### src/rtl/ep0nak_pkg.sv
package ep0nak_pkg;

   // register bit positions the firmware decodes
   localparam int RX_NAK_POS = 1;
   localparam int TX_RDY_POS = 0;

   // set/clear request pair feeding one status bit
   typedef struct packed {
      logic set;
      logic clr;
   } bit_evt_t;

endpackage

### src/rtl/ep0nak_clr_delay.sv
module ep0nak_clr_delay #(
   parameter int DELAY = 5
) (
   input  logic clk,
   input  logic rst_n,
   input  logic cmd_i,
   output logic cmd_o
);

   // the status bit register supplies the last stage of the delay
   localparam int STAGES = DELAY - 1;

   if (DELAY < 1 || DELAY > 64) begin : g_bad_delay
      $error("ep0nak_clr_delay: DELAY must be within 1..64");
   end

   if (STAGES == 0) begin : g_direct
      assign cmd_o = cmd_i;
   end else begin : g_pipe
      logic [STAGES-1:0] sr_q;
      always_ff @(posedge clk or negedge rst_n) begin
         if (!rst_n) sr_q <= '0;
         else if (STAGES == 1) sr_q <= cmd_i;
         else sr_q <= {sr_q[STAGES-2+((STAGES>1)?0:1):0], cmd_i};
      end
      assign cmd_o = sr_q[STAGES-1];


      pipe_step_chk: assert property (@(posedge clk) disable iff (!rst_n)
         cmd_i |=> sr_q[0]);
   end

endmodule

### src/rtl/ep0nak_bit_cell.sv
module ep0nak_bit_cell
   import ep0nak_pkg::*;
#(
   parameter logic RST_VAL = 1'b0
) (
   input  logic     clk,
   input  logic     rst_n,
   input  bit_evt_t evt,
   output logic     q
);

   always_ff @(posedge clk or negedge rst_n) begin
      if (!rst_n)       q <= RST_VAL;
      else if (evt.clr) q <= 1'b0;
      else if (evt.set) q <= 1'b1;
   end


   clr_wins_chk: assert property (@(posedge clk) disable iff (!rst_n)
      evt.clr |=> !q);


   set_takes_chk: assert property (@(posedge clk) disable iff (!rst_n)
      (evt.set && !evt.clr) |=> q);


   idle_hold_chk: assert property (@(posedge clk) disable iff (!rst_n)
      (!evt.set && !evt.clr) |=> $stable(q));

endmodule

### src/rtl/ep0nak_token_decide.sv
module ep0nak_token_decide #(
   parameter logic NAK_LEVEL = 1'b1
) (
   input  logic clk,
   input  logic rst_n,
   input  logic tok,
   input  logic state_q,
   output logic nak_o,
   output logic go_o
);

   logic refuse;

   if (NAK_LEVEL) begin : g_nak_high
      assign refuse = state_q;
   end else begin : g_nak_low
      assign refuse = !state_q;
   end

   assign nak_o = tok & refuse;
   assign go_o  = tok & !refuse;


   one_answer_chk: assert property (@(posedge clk) disable iff (!rst_n)
      tok |-> $onehot({nak_o, go_o}));


   quiet_chk: assert property (@(posedge clk) disable iff (!rst_n)
      !tok |-> (!nak_o && !go_o));

endmodule

### src/rtl/ep0_nak_ctrl.sv
module ep0_nak_ctrl
   import ep0nak_pkg::*;
#(
   parameter int REG_W     = 8,
   parameter int CLR_DELAY = 5
) (
   input  logic             clk,
   input  logic             rst_n,
   input  logic             fw_wr,
   input  logic [REG_W-1:0] fw_wdata,
   output logic [REG_W-1:0] fw_rdata,
   input  logic             rx_good,
   input  logic             rx_drained,
   input  logic             rx_clr_cmd,
   input  logic             ep_nak_busy,
   input  logic             tx_host_ack,
   input  logic             tx_full,
   input  logic             tx_short_end,
   input  logic             tx_clr_cmd,
   input  logic             status_no_ack,
   input  logic             out_tok,
   input  logic             in_tok,
   output logic             out_nak,
   output logic             out_ack,
   output logic             in_nak,
   output logic             in_send
);

   localparam int TOP_POS = (RX_NAK_POS > TX_RDY_POS) ? RX_NAK_POS : TX_RDY_POS;

   if (REG_W <= TOP_POS) begin : g_bad_width
      $error("ep0_nak_ctrl: REG_W too small for the status bits");
   end

   logic     rx_clr_late, tx_clr_late;
   logic     rx_q, tx_q;
   logic     fw_take;
   bit_evt_t rx_evt, tx_evt;

   ep0nak_clr_delay #(.DELAY(CLR_DELAY)) u_rx_dly (
      .clk(clk), .rst_n(rst_n), .cmd_i(rx_clr_cmd), .cmd_o(rx_clr_late));

   ep0nak_clr_delay #(.DELAY(CLR_DELAY)) u_tx_dly (
      .clk(clk), .rst_n(rst_n), .cmd_i(tx_clr_cmd), .cmd_o(tx_clr_late));

   assign fw_take = fw_wr && !ep_nak_busy;

   always_comb begin
      rx_evt.clr = rx_clr_late || rx_drained || (fw_take && !fw_wdata[RX_NAK_POS]);
      rx_evt.set = rx_good || (fw_take && fw_wdata[RX_NAK_POS]);
      tx_evt.clr = tx_clr_late || status_no_ack || tx_host_ack;
      tx_evt.set = tx_full || tx_short_end;
   end

   ep0nak_bit_cell #(.RST_VAL(1'b0)) u_rx_bit (
      .clk(clk), .rst_n(rst_n), .evt(rx_evt), .q(rx_q));

   ep0nak_bit_cell #(.RST_VAL(1'b0)) u_tx_bit (
      .clk(clk), .rst_n(rst_n), .evt(tx_evt), .q(tx_q));

   always_comb begin
      fw_rdata             = '0;
      fw_rdata[RX_NAK_POS] = rx_q;
      fw_rdata[TX_RDY_POS] = tx_q;
   end

   ep0nak_token_decide #(.NAK_LEVEL(1'b1)) u_out_dec (
      .clk(clk), .rst_n(rst_n), .tok(out_tok), .state_q(rx_q),
      .nak_o(out_nak), .go_o(out_ack));

   ep0nak_token_decide #(.NAK_LEVEL(1'b0)) u_in_dec (
      .clk(clk), .rst_n(rst_n), .tok(in_tok), .state_q(tx_q),
      .nak_o(in_nak), .go_o(in_send));


   spare_zero_chk: assert property (@(posedge clk) disable iff (!rst_n)
      $countones(fw_rdata) <= 2 && fw_rdata[REG_W-1:TOP_POS+1] == '0);


   busy_write_chk: assert property (@(posedge clk) disable iff (!rst_n)
      (fw_wr && ep_nak_busy && !rx_good && !rx_drained && !rx_clr_late)
         |=> $stable(rx_q));


   status_clear_chk: assert property (@(posedge clk) disable iff (!rst_n)
      status_no_ack |=> !tx_q);


   ack_clear_chk: assert property (@(posedge clk) disable iff (!rst_n)
      tx_host_ack |=> !tx_q);

endmodule

### config.mk
export PLATFORM = sky130hd
export DESIGN_NAME = ep0_nak_ctrl
export DESIGN_NICKNAME = d
export VERILOG_FILES = /design/src/rtl/ep0nak_pkg.sv /design/src/rtl/ep0nak_clr_delay.sv /design/src/rtl/ep0nak_bit_cell.sv /design/src/rtl/ep0nak_token_decide.sv /design/src/rtl/ep0_nak_ctrl.sv
export SDC_FILE = /design/constraint.sdc
export NUM_CORES = 1
export LEC_CHECK = 0
export ABC_AREA = 0
export BUFFER_PORTS_ARGS = -buffer_cell sky130_fd_sc_hd__buf_2
export CAP_MARGIN = 30
export CELL_PAD_IN_SITES_DETAIL_PLACEMENT = 0
export CELL_PAD_IN_SITES_GLOBAL_PLACEMENT = 1
export CORE_UTILIZATION = 26
export DETAILED_ROUTE_END_ITERATION = 7
export HOLD_SLACK_MARGIN = 0.06
export PLACE_DENSITY_LB_ADDON = 0.05
export SLEW_MARGIN = 30
export SYNTH_ARGS = -nofsm -noshare
export SYNTH_HDL_FRONTEND = slang
export SYNTH_SLANG_ARGS = --single-unit
### constraint.sdc
create_clock -name clk -period 1.7 [get_ports clk]
set_clock_uncertainty 0.15 [all_clocks]
set_input_delay 0.085 -clock clk [delete_from_list [all_inputs] [get_ports clk]]
set_output_delay 0.085 -clock clk [all_outputs]
set_load 0.01 [all_outputs]
==> impl_metrics.json, run 1 <==
{
  "floorplan.initialDensity": 0.287,
  "dr.max_layer_used": "met3",
  "detailed_route_vias_per_instance": 3.82,
  "fp-row-count": 13,
  "yosys_warnings": 0,
  "fill_count": 146,
  "clock.fmax_mhz": 637,
  "clock_tree.htree_level_count": 1,
  "crit_path_end_kind": "flip-flop",
  "biggest_area_consumer_among_synthesized_cells": "sky130_fd_sc_hd__dfrtp_1",
  "setup.worst_path.start": "u_rx_bit.q",
  "routabilityCongestion": 0.565,
  "irDropWorstVdd_v": 0.000423,
  "hold_path_startpoint": "u_tx_dly.g_pipe.sr_q[2]",
  "r2r_start": "u_rx_bit.q",
  "synthTopCellsByArea": "sky130_fd_sc_hd__dfrtp_1 (65%), sky130_fd_sc_hd__buf_4 (16%), sky130_fd_sc_hd__a2111oi_2 (3.9%)",
  "grt_use_total": 0.0775,
  "clock_insertion_delay_worst_skew_ns": 0.25,
  "hpwlAfterDp_um": 404,
  "post_cts.resized_instances": 0,
  "io_buffers": 20,
  "clock_path_buffers": 2,
  "cts.sinks": 10,
  "run_status": "completed",
  "finalHoldViolations": 0,
  "worst-setup-path-type": "reg2reg",
  "cp_slowest_cell": "sky130_fd_sc_hd__dlygate4sd3_1",
  "floorplan.core_area_um2": 1330,
  "grt_overflow": 0,
  "highest_count_cells_in_the_layout_ignoring_fill_and_taps": "sky130_fd_sc_hd__buf_2 (20), sky130_fd_sc_hd__dfrtp_1 (10), sky130_fd_sc_hd__dlygate4sd3_1 (8), sky130_fd_sc_hd__conb_1 (6), sky130_fd_sc_hd__clkbuf_4 (3)",
  "data_required_time_at_the_worst_endpoint_ns": 1.74,
  "die-height_um": 40.4,
  "synth_cells": 29,
  "timing.final.setup_violations": 0,
  "critPathArrivalTime_ns": 1.61,
  "timing.final.crit_share": 0.923,
  "dieArea_um2": 1630,
  "synth_area_per_cell_um2": 13.2,
  "synth_area_um2": 383,
  "route.detailed.drc": 0,
  "diodes": 0,
  "antenna_found_initial": 0,
  "holdCritPathClass": "reg2reg",
  "register_area_um2": 250,
  "wl_met2_um": 304,
  "worst_path_largest_cell_delay_ns": 0.58,
  "path_cells": "nor2_1, a2111oi_2, dlygate4sd3_1",
  "cts_root_buf": "sky130_fd_sc_hd__clkbuf_4",
  "power-per-cell-area_nw_per_um2": 816,
  "drtAntennaViolNets": 0,
  "layout.cells.most_common": "sky130_fd_sc_hd__buf_2",
  "yosysTopAreaCellShare": 0.654,
  "multiInputGateArea_um2": 91.3,
  "cts_buffers": 3,
  "final_nets": 81,
  "clk_pin_slew_worst_paths_ns": 0.06,
  "synth_cell_type_count": 11,
  "power_leakage_nw": 0.295,
  "die_w_um": 40.4,
  "final_cell_area_um2": 563,
  "drt-total-wl_um": 546,
  "post-route-min-period_ns": 1.57,
  "post_dp_cell_area_um2": 460,
  "met3_wirelength_um": 37,
  "design.portCount": 34,
  "drive_gt1_frac": 0.421,
  "synth_seq_cells": 10,
  "pin_count_of_the_biggest_net_entering_global_routing": 11,
  "setup_tns_ns": 0,
  "first_pass_grt_wire_length_um": 786,
  "timing.max_cap.violations": 0,
  "sequential_area_share_after_synthesis": 0.654,
  "first_pass_iters": 2,
  "tritoncts": "done",
  "worst_setup_path_start_kind": "flip-flop",
  "dr_total_vias": 275,
  "drt-wirelength-per-cell_um": 7.58,
  "unrepaired_setup_endpoints_after_global_routing": "false",
  "synthToLayoutAreaGrowth_pct": 47.1,
  "drt-initial-drc-count": 1,
  "critical_path.max_fanout": 4,
  "post-cts-setup-buffers": 0,
  "first_global_vias": 196,
  "report.final.slew_viol_count": 0,
  "met1Wirelength_um": 204
}
[synth_stat cells]
library cell,n
sky130_fd_sc_hd__and2_1,2
sky130_fd_sc_hd__a2111oi_2,1
sky130_fd_sc_hd__nor2b_1,2
sky130_fd_sc_hd__nor3b_1,1
sky130_fd_sc_hd__nor4_1,1
sky130_fd_sc_hd__conb_1,1
sky130_fd_sc_hd__nor2_1,1
sky130_fd_sc_hd__nand2b_1,1
sky130_fd_sc_hd__nor3_1,1
sky130_fd_sc_hd__dfrtp_1,10
sky130_fd_sc_hd__buf_4,8
[logic make-up (layout without fill, tap and decap cells)]
logic type / after synthesis / count (layout) / synth area share
buf+inv: 8 / 31 / 0.157
other cells: 1 / 6 / 0.00979
compound gates: 1 / 1 / 0.0392
flops: 10 / 10 / 0.654
simple gates: 9 / 9 / 0.141
[path summary, 6_finish.rpt]
kind                                            to  slack, ns  cells past startpoint
setup reg to reg                        u_rx_bit.q       0.13                      3
hold reg to reg            u_tx_dly.g_pipe.sr_q[3]       0.20                      0
hold / removal             u_tx_dly.g_pipe.sr_q[3]       0.20                      0
max in group asynchronous               u_tx_bit.q       0.45                      3
setup / recovery                        u_rx_bit.q       0.13                      3
min in group asynchronous  u_rx_dly.g_pipe.sr_q[2]       0.66                      3
[through the flow]
stage | utilization | power (W) | setup WS [ns] | hold slack, ns | instances
final | 0.422 | 0.000460 | 0.131 | 0.196 | 72
after CTS | 0.422 | 0.000471 | 0.136 | 0.198 | 72
after global placement | 0.345 | 0.000303 | 0.698 | -0.205 | 61
after floorplan | - | 0.000289 | 0.713 | -0.361 | 34
after detailed placement | 0.345 | 0.000304 | 0.670 | -0.199 | 61
after global routing | 0.422 | 0.000486 | 0.0301 | 0.208 | 72
[layer usage]
| metal | vias to the layer above | track usage |
|---|---|---|
| li1 | 137 | - |
| met1 | 125 | 0.101 |
| met2 | 13 | 0.103 |
| met3 | 0 | 0.0167 |
| met4 | 0 | 0.0750 |
| met5 | - | 0 |
[worst max-delay path: cells and delay by family, from the launching register on]
family / cells / cell delay [ns]
AO/OA/AOI/OAI: 1 / 0.33
flip-flops: 1 / 0.38
buffers and inverters: 1 / 0.58
AND/OR/NAND/NOR: 1 / 0.07
[sequential cells by signal (all words and copies together) (netlist names)]
register / flops
u_tx_bit.q: 1
u_tx_dly.g_pipe.sr_q: 4
u_rx_bit.q: 1
u_rx_dly.g_pipe.sr_q: 4
[repair_timing]
item | in CTS | in global routing
setup endpoints to repair | 0 | 0
hold buffers | 8 | 0
endpoints found under the hold margin | 14 | 0
[where the power goes]
part / switching [W] / total (W) / leakage (nW) / internal [W]
clock: 0.0000662 / 0.000147 / 0.0138 / 0.0000809
sequential: 0.00000453 / 0.000254 / 0.120 / 0.000250
combinational: 0.0000252 / 0.0000581 / 0.162 / 0.0000329
[final cells by class]
type | instances | area share
Clock buffer | 3 | 0.0400
Tap cell | 15 | 0.0333
Timing Repair Buffer | 28 | 0.320
Multi-Input combinational cell | 16 | 0.162
Sequential cell | 10 | 0.444
No activity file was read; power rests on OpenSTA's default activity.
==> inputs of run 2 (changes only) <==
--- a/config.mk
+++ b/config.mk
@@ -13,7 +13,7 @@
 export CORE_UTILIZATION = 26
 export DETAILED_ROUTE_END_ITERATION = 7
 export HOLD_SLACK_MARGIN = 0.06
-export PLACE_DENSITY_LB_ADDON = 0.05
+export PLACE_DENSITY = 0.89
 export SLEW_MARGIN = 30
 export SYNTH_ARGS = -nofsm -noshare
 export SYNTH_HDL_FRONTEND = slang
==> impl_metrics.json, run 2 (synthesis results as in run 1) <==
{
  "run_status": "completed",
  "cts_root_buf": "sky130_fd_sc_hd__clkbuf_4",
  "route.detailed.drc": 0,
  "crit_path_end_kind": "flip-flop",
  "register_area_um2": 250,
  "share_seq_of_total_power": 0.546,
  "clock_path_buffers": 2,
  "irDropWorstVdd_v": 0.000651,
  "clock_tree.htree_level_count": 1,
  "utilization": 0.430,
  "grt_overflow": 0,
  "die-height_um": 40.4,
  "routabilityCongestion": 0.528,
  "critical_path.max_fanout": 4,
  "clock.fmax_mhz": 629,
  "worst_setup_path_start_kind": "flip-flop",
  "power_switching_share": 0.215,
  "drtAntennaViolNets": 0,
  "grtUsageMet3": 0.0667,
  "highest_count_cells_in_the_layout_ignoring_fill_and_taps": "sky130_fd_sc_hd__buf_2 (20), sky130_fd_sc_hd__dfrtp_1 (10), sky130_fd_sc_hd__dlygate4sd3_1 (9), sky130_fd_sc_hd__conb_1 (6), sky130_fd_sc_hd__clkbuf_4 (3)",
  "antenna_found_initial": 0,
  "power.share.combinational": 0.130,
  "grt_use_total": 0.0777,
  "clock_insertion_delay_worst_skew_ns": 0.26,
  "post-cts-setup-buffers": 0,
  "timing.final.crit_share": 0.935,
  "grt_util_met2": 0.123,
  "pin_count_of_the_biggest_net_entering_global_routing": 6,
  "timing.max_cap.violations": 0,
  "hpwlAfterDp_um": 417,
  "report.final.slew_viol_count": 0,
  "cts.sinks": 10,
  "drive_gt1_frac": 0.414,
  "first_pass_iters": 1,
  "drt-initial-drc-count": 0,
  "dieArea_um2": 1630,
  "tritoncts": "done",
  "final_nets": 82,
  "finalHoldViolations": 0,
  "floorplan.core_area_um2": 1330,
  "grt-busiest-layer": "met2",
  "holdCritPathClass": "reg2reg",
  "setup_tns_ns": 0,
  "fill_count": 140,
  "data_required_time_at_the_worst_endpoint_ns": 1.74,
  "multiInputGateArea_um2": 91.3,
  "critPathArrivalTime_ns": 1.63,
  "die_w_um": 40.4,
  "power-per-cell-area_nw_per_um2": 812,
  "unrepaired_setup_endpoints_after_global_routing": "false",
  "first_global_vias": 196,
  "worst-setup-path-type": "reg2reg",
  "cts_buffers": 3,
  "design.portCount": 34,
  "grt.met1_usage": 0.0524,
  "drt-total-wl_um": 599,
  "synthToLayoutAreaGrowth_pct": 49.7,
  "io_buffers": 20,
  "fp-row-count": 13,
  "floorplan.initialDensity": 0.287,
  "largestRegisters": "u_rx_dly.g_pipe.sr_q: 4 flops, u_tx_dly.g_pipe.sr_q: 4 flops",
  "power_report.internal_total_w": 0.000365,
  "diodes": 0,
  "share_clk_of_total_power": 0.324,
  "timing.final.setup_violations": 0,
  "post-route-min-period_ns": 1.59,
  "drt-wirelength-per-cell_um": 8.21,
  "detailed_route_vias_per_instance": 3.88,
  "layout.cells.most_common": "sky130_fd_sc_hd__buf_2",
  "first_pass_grt_wire_length_um": 690,
  "power_leakage_nw": 0.300,
  "clk_pin_slew_worst_paths_ns": 0.06,
  "switching_power_w": 0.000100,
  "dr_total_vias": 283
}
run 2: per-stage QoR:
step | std cells | setup slack (ns) | area [µm²] | hold WS (ns) | power, W
2_1_floorplan | 34 | 0.713 | 402 | -0.361 | 0.000289
3_3_place_gp | 61 | 0.691 | 460 | -0.203 | 0.000302
3_5_place_dp | 61 | 0.586 | 460 | -0.199 | 0.000305
4_1_cts | 73 | 0.0737 | 573 | 0.200 | 0.000472
5_1_grt | 73 | 0.0404 | 573 | 0.205 | 0.000499
6_report | 73 | 0.110 | 573 | 0.197 | 0.000466
run 2: worst paths after layout:
kind                                    startpoint                 endpoint  slack, ns  cells after the start
max in group asynchronous                    rst_n               u_rx_bit.q       0.60                      3
min in group asynchronous                    rst_n  u_tx_dly.g_pipe.sr_q[0]       0.60                      3
min reg2reg                u_tx_dly.g_pipe.sr_q[0]  u_tx_dly.g_pipe.sr_q[1]       0.20                      0
min                        u_tx_dly.g_pipe.sr_q[0]  u_tx_dly.g_pipe.sr_q[1]       0.20                      0
max                                     u_rx_bit.q               u_rx_bit.q       0.11                      3
max reg2reg                             u_rx_bit.q               u_rx_bit.q       0.11                      3
run 2: repair_timing:
action                                 4_1_cts  5_1_grt
hold buffers                                 9        0
resized for setup                            0        0
endpoints found under the hold margin       14        0
run 2: area by class of cell:
class | instances | area share
Tap cell | 15 | 0.0328
Sequential cell | 10 | 0.437
Multi-Input combinational cell | 16 | 0.159
Clock buffer | 3 | 0.0393
Timing Repair Buffer | 29 | 0.332
run 2: power groups by stage:
| stage | clock, W | combinational, W | sequential (W) |
|---|---|---|---|
| floorplan | 0 | 0.0000318 | 0.000258 |
| detailed placement | 0 | 0.0000457 | 0.000259 |
| CTS | 0.000157 | 0.0000609 | 0.000254 |
| finish | 0.000151 | 0.0000606 | 0.000254 |
| global placement | 0 | 0.0000446 | 0.000258 |
| global route | 0.000176 | 0.0000683 | 0.000255 |
run 2: worst max-delay path: stages, from the launching register on:
cell	delay, ns
sky130_fd_sc_hd__dfrtp_1	0.38
sky130_fd_sc_hd__nor2_1	0.07
sky130_fd_sc_hd__a2111oi_2	0.33
sky130_fd_sc_hd__dlygate4sd3_1	0.59
run 2: per-layer routing:
| metal | vias to the layer above | routed length (µm) |
|---|---|---|
| li1 | 137 | - |
| met2 | 20 | 301 |
| met1 | 124 | 197 |
| met4 | 0 | 14 |
| met3 | 2 | 85 |
| met5 | - | 0 |
==> inputs of run 3 (changes only) <==
--- a/config.mk
+++ b/config.mk
@@ -6,7 +6,7 @@
 export NUM_CORES = 1
 export LEC_CHECK = 0
 export ABC_AREA = 0
-export BUFFER_PORTS_ARGS = -buffer_cell sky130_fd_sc_hd__buf_2
+export BUFFER_PORTS_ARGS = -buffer_cell sky130_fd_sc_hd__buf_4
 export CAP_MARGIN = 30
 export CELL_PAD_IN_SITES_DETAIL_PLACEMENT = 0
 export CELL_PAD_IN_SITES_GLOBAL_PLACEMENT = 1
==> impl_metrics.json, run 3 (synthesis results as in run 1) <==
{
  "run_status": "completed",
  "floorplan.initialDensity": 0.287,
  "tritoncts": "done",
  "data_required_time_at_the_worst_endpoint_ns": 1.74,
  "drt-total-wl_um": 620,
  "largestRegisters": "u_rx_dly.g_pipe.sr_q: 4 flops, u_tx_dly.g_pipe.sr_q: 4 flops",
  "routabilityCongestion": 0.532,
  "antenna_found_initial": 0,
  "critical_path.max_fanout": 4,
  "first_pass_iters": 2,
  "die-height_um": 40.4,
  "worst_setup_path_start_kind": "flip-flop",
  "timing.final.crit_share": 0.923,
  "drtAntennaViolNets": 0,
  "grt_use_total": 0.0890,
  "critPathArrivalTime_ns": 1.61,
  "first_pass_grt_wire_length_um": 883,
  "die_w_um": 40.4,
  "timing.final.setup_violations": 0,
  "drive_gt1_frac": 0.421,
  "setup_tns_ns": 0,
  "diodes": 0,
  "worst-setup-path-type": "reg2reg",
  "setup.worst_path.start": "u_rx_bit.q",
  "irDropWorstVdd_v": 0.000415,
  "highest_count_cells_in_the_layout_ignoring_fill_and_taps": "sky130_fd_sc_hd__buf_4 (20), sky130_fd_sc_hd__dfrtp_1 (10), sky130_fd_sc_hd__dlygate4sd3_1 (8), sky130_fd_sc_hd__conb_1 (6), sky130_fd_sc_hd__clkbuf_4 (3)",
  "io_buffers": 20,
  "hold_path_startpoint": "u_tx_dly.g_pipe.sr_q[0]",
  "timing.max_cap.violations": 0,
  "dr_total_vias": 290,
  "first_global_vias": 257,
  "power_leakage_nw": 0.309,
  "clock_tree.htree_level_count": 1,
  "detailed_route_vias_per_instance": 4.03,
  "cp_slowest_cell": "sky130_fd_sc_hd__dlygate4sd3_1",
  "holdCritPathClass": "reg2reg",
  "post_dp_cell_area_um2": 510,
  "hpwlAfterDp_um": 456,
  "postLayoutSetupSlackWorst_ns": 0.131,
  "power-per-cell-area_nw_per_um2": 773,
  "worst_path_largest_cell_delay_ns": 0.58,
  "r2r_start": "u_rx_bit.q",
  "grt_overflow": 0,
  "pin_count_of_the_biggest_net_entering_global_routing": 11,
  "route.detailed.drc": 0,
  "cts.sinks": 10,
  "drt-initial-drc-count": 1,
  "cts_buffers": 3,
  "dieArea_um2": 1630,
  "final_cell_area_um2": 613,
  "place_worst_setup_slack_ns": 0.640,
  "clock_insertion_delay_worst_skew_ns": 0.25,
  "cp_top_family": "buffers and inverters",
  "clock.fmax_mhz": 637,
  "crit_path_end_kind": "flip-flop",
  "combined_buffer_and_inverter_count_along_the_critical_path": 1,
  "finalHoldViolations": 0,
  "path_cells": "nor2_1, a2111oi_2, dlygate4sd3_1",
  "synthToLayoutAreaGrowth_pct": 60.1,
  "cts_root_buf": "sky130_fd_sc_hd__clkbuf_4",
  "layout.cells.most_common": "sky130_fd_sc_hd__buf_4",
  "post-route-min-period_ns": 1.57,
  "post_cts.resized_instances": 0,
  "report.final.slew_viol_count": 0,
  "design.portCount": 34,
  "clk_pin_slew_worst_paths_ns": 0.06,
  "drt-wirelength-per-cell_um": 8.61,
  "floorplan.core_area_um2": 1330,
  "final_nets": 81,
  "fp-row-count": 13,
  "fin_total_pwr_w": 0.000474,
  "clock_path_buffers": 2,
  "whs_ns": 0.196,
  "unrepaired_setup_endpoints_after_global_routing": "false"
}
[run 3: cell types whose count changed in the layout (fill, tap and decap cells not counted)]
cell,change
sky130_fd_sc_hd__dlygate4sd3_1,-1
sky130_fd_sc_hd__buf_2,-20
sky130_fd_sc_hd__buf_4,+20
[run 3: power by group]
part	switching (W)	total, W	internal (W)
registers	0.00000435	0.000254	0.000250
clock network	0.0000673	0.000148	0.0000810
logic	0.0000263	0.0000716	0.0000453
[run 3: cell type report]
type                       instances  area (µm²)
sequential                        10         250
clock buffer                       3        22.5
tap                               15        18.8
multi-input combinational         16        91.3
timing repair buffer              28         230
fill                             145         721
[run 3: metrics by stage]
stage | cells | util
global placement | 61 | 0.383
CTS | 72 | 0.460
floorplan | 34 | -
global route | 72 | 0.460
finish | 72 | 0.460
detailed placement | 61 | 0.383
[run 3: path summary, 6_finish.rpt]
path / to / slack (ns) / cells past startpoint
hold / removal: u_tx_dly.g_pipe.sr_q[1] / 0.20 / 0
setup reg to reg: u_rx_bit.q / 0.13 / 3
setup / recovery: u_rx_bit.q / 0.13 / 3
max in group asynchronous: u_rx_dly.g_pipe.sr_q[3] / 0.42 / 3
min in group asynchronous: u_tx_dly.g_pipe.sr_q[0] / 0.69 / 3
hold reg to reg: u_tx_dly.g_pipe.sr_q[1] / 0.20 / 0
[run 3: what timing repair did]
| item | in CTS | in global routing |
|---|---|---|
| buffers inserted | 0 | 0 |
| hold endpoints to repair | 14 | 0 |
| hold buffers | 8 | 0 |
[run 3: per-layer routing]
metal / wire length (µm) / GRT usage
met1: 184 / 0.0554
met2: 337 / 0.183
met3: 98 / 0.0667
met4: 0 / 0.0250
met5: 0 / 0
